`src/rtl/bsa_pkg.sv`:
```
package bsa_pkg;

    localparam int unsigned BSA_DEFAULT_WIDTH = 4;

    typedef struct packed {
        logic s;
        logic c;
    } fa_res_t;

    function automatic fa_res_t fa_eval(input logic x, input logic y, input logic ci);
        fa_res_t r;
        r.s = x ^ y ^ ci;
        r.c = (x & y) | (ci & (x ^ y));
        return r;
    endfunction

    function automatic int unsigned cnt_bits(input int unsigned n);
        return (n < 2) ? 1 : $clog2(n);
    endfunction

endpackage

```
`src/rtl/bsa_full_adder.sv`:
```
module bsa_full_adder
    import bsa_pkg::*;
(
    input  logic    x,
    input  logic    y,
    input  logic    ci,
    output fa_res_t res
);

    always_comb begin
        res = fa_eval(x, y, ci);
    end

endmodule

```
`src/rtl/bsa_shreg.sv`:
```
module bsa_shreg #(
    parameter int unsigned WIDTH = 4
) (
    input  logic             clk,
    input  logic             rst,
    input  logic             load,
    input  logic [WIDTH-1:0] din,
    input  logic             shift,
    input  logic             sin,
    output logic [WIDTH-1:0] q
);

    logic [WIDTH-1:0] shifted;

    generate
        if (WIDTH == 1) begin : g_one
            assign shifted = sin;
        end else begin : g_many
            assign shifted = {sin, q[WIDTH-1:1]};
        end
    endgenerate

    always_ff @(posedge clk) begin
        if (rst)
            q <= '0;
        else if (load)
            q <= din;
        else if (shift)
            q <= shifted;
    end

    // with no load and no shift the contents hold
    p_hold_idle_r8: assert property (@(posedge clk) disable iff (rst)
        (!load && !shift) |=> $stable(q));

endmodule

```
`src/rtl/bsa_seq.sv`:
```
module bsa_seq
    import bsa_pkg::*;
#(
    parameter int unsigned WIDTH = 4
) (
    input  logic clk,
    input  logic rst,
    input  logic start,
    output logic shift_en,
    output logic busy,
    output logic done
);

    localparam int unsigned CW = cnt_bits(WIDTH);
    localparam logic [CW-1:0] LAST = CW'(WIDTH - 1);

    logic [CW-1:0] cnt;

    always_ff @(posedge clk) begin
        if (rst) begin
            busy <= 1'b0;
            cnt  <= '0;
            done <= 1'b0;
        end else if (start) begin
            busy <= 1'b1;
            cnt  <= '0;
            done <= 1'b0;
        end else if (busy) begin
            cnt <= cnt + 1'b1;
            if (cnt == LAST) begin
                busy <= 1'b0;
                done <= 1'b1;
            end
        end else begin
            done <= 1'b0;
        end
    end

    assign shift_en = busy & ~start;

    // done is a single-cycle pulse
    p_done_pulse_r6: assert property (@(posedge clk) disable iff (rst)
        done |=> !done);

    // done only follows a cycle of shifting
    p_done_after_busy_r5: assert property (@(posedge clk) disable iff (rst)
        $rose(done) |-> !busy);

    // the counter never runs past the last shift
    p_cnt_bound_r5: assert property (@(posedge clk) disable iff (rst)
        busy |-> (cnt <= LAST));

endmodule

```
`src/rtl/serial_adder.sv`:
```
module serial_adder
    import bsa_pkg::*;
#(
    parameter int unsigned WIDTH = BSA_DEFAULT_WIDTH
) (
    input  logic             clk,
    input  logic             rst,
    input  logic             start,
    input  logic [WIDTH-1:0] in_a,
    input  logic [WIDTH-1:0] in_b,
    output logic [WIDTH-1:0] sum,
    output logic             carry_out,
    output logic             done
);

    localparam int unsigned NOPS = 2;

    logic [WIDTH-1:0] op_in [NOPS];
    logic [WIDTH-1:0] op_q  [NOPS];
    logic             shift_en;
    logic             busy;
    logic             carry_q;
    fa_res_t          fa;

    assign op_in[0] = in_a;
    assign op_in[1] = in_b;

    generate
        for (genvar k = 0; k < NOPS; k++) begin : g_op
            bsa_shreg #(.WIDTH(WIDTH)) u_op (
                .clk   (clk),
                .rst   (rst),
                .load  (start),
                .din   (op_in[k]),
                .shift (shift_en),
                .sin   (1'b0),
                .q     (op_q[k])
            );
        end
    endgenerate

    bsa_full_adder u_fa (
        .x   (op_q[0][0]),
        .y   (op_q[1][0]),
        .ci  (carry_q),
        .res (fa)
    );

    bsa_shreg #(.WIDTH(WIDTH)) u_res (
        .clk   (clk),
        .rst   (rst),
        .load  (start),
        .din   ('0),
        .shift (shift_en),
        .sin   (fa.s),
        .q     (sum)
    );

    bsa_seq #(.WIDTH(WIDTH)) u_seq (
        .clk      (clk),
        .rst      (rst),
        .start    (start),
        .shift_en (shift_en),
        .busy     (busy),
        .done     (done)
    );

    always_ff @(posedge clk) begin
        if (rst || start)
            carry_q <= 1'b0;
        else if (shift_en)
            carry_q <= fa.c;
    end

    assign carry_out = carry_q;

    // a start edge clears carry, result and done
    p_start_clears_r2: assert property (@(posedge clk) disable iff (rst)
        start |=> (!carry_out && !done && (sum == '0)));

    // outside an addition the visible result does not move
    p_result_hold_r6: assert property (@(posedge clk) disable iff (rst)
        (!busy && !start) |=> ($stable(sum) && $stable(carry_out)));

    // reset leaves everything cleared
    p_reset_clear_r1: assert property (@(posedge clk)
        rst |=> (!done && !carry_out && (sum == '0)));

endmodule

```
`config.mk`:
```
export PLATFORM = sky130hd
export DESIGN_NAME = serial_adder
export DESIGN_NICKNAME = d
export VERILOG_FILES = /design/src/rtl/bsa_pkg.sv /design/src/rtl/bsa_full_adder.sv /design/src/rtl/bsa_shreg.sv /design/src/rtl/bsa_seq.sv /design/src/rtl/serial_adder.sv
export SDC_FILE = /design/constraint.sdc
export NUM_CORES = 1
export LEC_CHECK = 0
export BUFFER_PORTS_ARGS = -buffer_cell sky130_fd_sc_hd__buf_2
export CORE_AREA = 2 2 42 44
export CTS_CLUSTER_DIAMETER = 60
export DETAILED_ROUTE_END_ITERATION = 16
export DIE_AREA = 0 0 44 46
export PLACE_DENSITY_LB_ADDON = 0.2
export SYNTH_ARGS = -nofsm -noshare
export SYNTH_HDL_FRONTEND = slang
export SYNTH_SLANG_ARGS = --single-unit
```
`constraint.sdc`:
```
create_clock -name clk -period 1.1 [get_ports clk]
set_input_delay 0.11 -clock clk [delete_from_list [all_inputs] [get_ports clk]]
set_output_delay 0.11 -clock clk [all_outputs]
set_load 0.02 [all_outputs]
```
==> flow_summary.json <==
{
  "final_cells": 103,
  "p_leak_nw": 0.3706,
  "ant_nets": 0,
  "crit_slowest_cell": "fa_1",
  "first_global_vias": 436,
  "finalHoldViolations": 0,
  "max-clock-path-buffers": 2,
  "synth_top_cells_by_area": "dfxtp_1, mux2i_1, a211oi_1",
  "crit_buf_inv": 0,
  "first_iter_violations": 1,
  "endpoint_kind": "register",
  "run_status": "complete, but fails checks",
  "rsz0062_at_grt": "yes",
  "netlist.area_leader.share": 0.4658,
  "worst_slack_ns": -0.001469,
  "fillCellCount": 163,
  "hold_path.class": "input pin to register",
  "cp_max_fo": 2,
  "met3_usage": 0.03571,
  "yosysWarnings": 0,
  "slew_headroom": 0.7953,
  "area_growth_pct": 16.44,
  "pin_count": 17,
  "syn_area_per_cell_sq_um": 10.75,
  "timing.hold.ws_ns": 0.07091,
  "ys_seq_elements": 17,
  "irDropWorstVdd_mv": 0.5770,
  "finalCritPeriodShare": 1.001,
  "syn_area_sq_um": 730.7,
  "path_clk_slew_ns": 0.09,
  "die_y_microns": 46,
  "gp_congestion": 0.6740,
  "gr-usage-met2": 0.1853,
  "syn_inst": 68,
  "grt_busiest_layer": "met2",
  "htree_levels": 1,
  "synth_edf_count": 0,
  "total_power_mw": 1.103,
  "grt_max_degree": 13,
  "drc": 0,
  "p_per_area_mw_per_mm2": 1297,
  "path_class": "register to register",
  "cp_top_family": "adder cells",
  "synthFlopType": "dfxtp_1",
  "vias_per_cell": 4.961,
  "track_usage": 0.1259,
  "tightest_slew_ns": 0.3070,
  "finClkSkew_ns": 0.005123,
  "nets": 100,
  "async_flop_share": 0,
  "core-area_sq_mm": 0.001614,
  "fin_tns_setup_ns": -0.001469,
  "cts_root_buffer": "clkbuf_4",
  "fmax_mhz": 907.9,
  "clock_latency_ns": 0.27,
  "grt_overflow": 0,
  "drt-total-wl_mm": 1.107,
  "cap_viol_max_count": 0,
  "wl_per_cell_microns": 10.75,
  "vias": 511,
  "path_cells": "fa_1, mux2i_1, nor2_1",
  "cp.required_ns": 1.26,
  "syn_nets": 81,
  "dp_hpwl_microns": 836.3,
  "synth_commonest_cells": "dfxtp_1, mux2i_1, nor2_1, a211oi_1, nor2b_1",
  "grt_util_met1": 0.1711,
  "rows": 15,
  "initial_core_util": 0.4527,
  "slowest_delay_ns": 0.47,
  "synth_most_common_cell": "dfxtp_1",
  "violations": "negative setup slack",
  "fin_util": 0.5271,
  "grt_pass1_wl_mm": 1.856,
  "cp.arrival_ns": 1.26,
  "period_minus_slack_ns": 1.101,
  "die_x_microns": 44,
  "drv_slew": 0,
  "setup_viol": 1,
  "clkSinkCount": 17,
  "synth_top_area_cell": "dfxtp_1",
  "cts_made_buffers": 3,
  "die_area_sq_mm": 0.002024,
  "cts_tree": "done",
  "numPortBuffers": 16,
  "first_pass_iters": 2,
  "antenna_found_initial": 0,
  "drive_gt1_frac": 0.3023,
  "cp-start-kind": "register",
  "antenna_cells": 0,
  "ys_types": 19,
  "yosysSeqAreaShare": 0.4658,
  "dp.cells": 98
}
stage by stage:
stage	cell area, sq um	setup slack [ns]
2_1_floorplan	732.0	0.002838
3_3_place_gp	814.5	0.02972
3_5_place_dp	814.5	-0.01769
4_1_cts	848.3	-0.01590
5_1_grt	850.8	-0.05373
6_report	850.8	-0.001469
routing by layer:
layer	up-vias	wire length (microns)
met5	-	0
met4	0	6
met2	12	512
li1	268	-
met1	229	536
met3	2	51
final timing paths:
path | from | end | slack, ns | cells after the start
worst min register to register | u_res.q[0]$_SDFFE_PP0P_ | u_res.q[0]$_SDFFE_PP0P_ | 0.50 | 2
worst max register to register | g_op[0].u_op.q[0]$_SDFFE_PP0P_ | u_res.q[3]$_SDFFE_PP0P_ | -0.001 | 3
worst min-delay path | in_b[3] | g_op[1].u_op.q[3]$_SDFFE_PP0P_ | 0.07 | 3
worst max-delay path | g_op[0].u_op.q[0]$_SDFFE_PP0P_ | u_res.q[3]$_SDFFE_PP0P_ | -0.001 | 3
sequential cells by signal (all words and copies together), names as in the netlist:
name and count:
g_op.u_op.q 8, carry_out 1, u_seq.done 1, u_res.q 4, u_seq.cnt 2, u_seq.busy 1
layout make-up:
cell class | count | area, sq um | area share
flip-flops and latches | 17 | 344.1 | 0.4044
repair buffers | 19 | 115.1 | 0.1353
clock buffers | 4 | 26.28 | 0.03088
inverters | 1 | 3.754 | 0.004412
well taps | 17 | 21.27 | 0.02500
multi-input cells | 45 | 340.3 | 0.4000
cells by family (layout without fill, tap and decap cells):
group	after synthesis	after routing	synth area share
simple gates	21	21	0.1627
compound gates	9	9	0.08218
buf+inv	6	24	0.06848
mux	12	12	0.1644
fa+ha+maj	2	2	0.04452
flops	17	17	0.4658
xor+xnor	1	1	0.01199
power by group:
part / switching (mW) / internal [mW]
registers: 0.0202 / 0.643
logic: 0.0578 / 0.0720
clock network: 0.170 / 0.140
timing repair:
action | in CTS | in global routing
gates resized for setup | 0 | 2
pin swaps | 0 | 1
hold buffers | 0 | 0
endpoints found under the setup margin | 1 | 9
setup buffers | 1 | 0
gates cloned | 0 | 0
tightest hold or removal path: stages:
cell and delay (ns):
buf_2 0.09, nand2_1 0.05, a21oi_1 0.05
placed cells by master (no fill, tap or decap):
master / netlist / routed
buf_2: 2 / 16
dfxtp_1: 17 / 14
mux2i_1: 12 / 12
nor2_1: 8 / 8
nor2b_1: 6 / 6
a211oi_1: 6 / 6
a21oi_1: 3 / 3
dfxtp_2: 0 / 3
clkbuf_4: 0 / 3
nand2_1: 2 / 2
or3b_1: 2 / 2
buf_4: 0 / 2
or2_1: 1 / 1
xnor2_1: 1 / 1
inv_1: 1 / 1
nor3b_2: 1 / 1
or2b_1: 1 / 1
fa_1: 1 / 1
ha_1: 1 / 1
clkbuf_1: 0 / 1
buf_12: 1 / 1
Power figures use the tool's default switching activity.
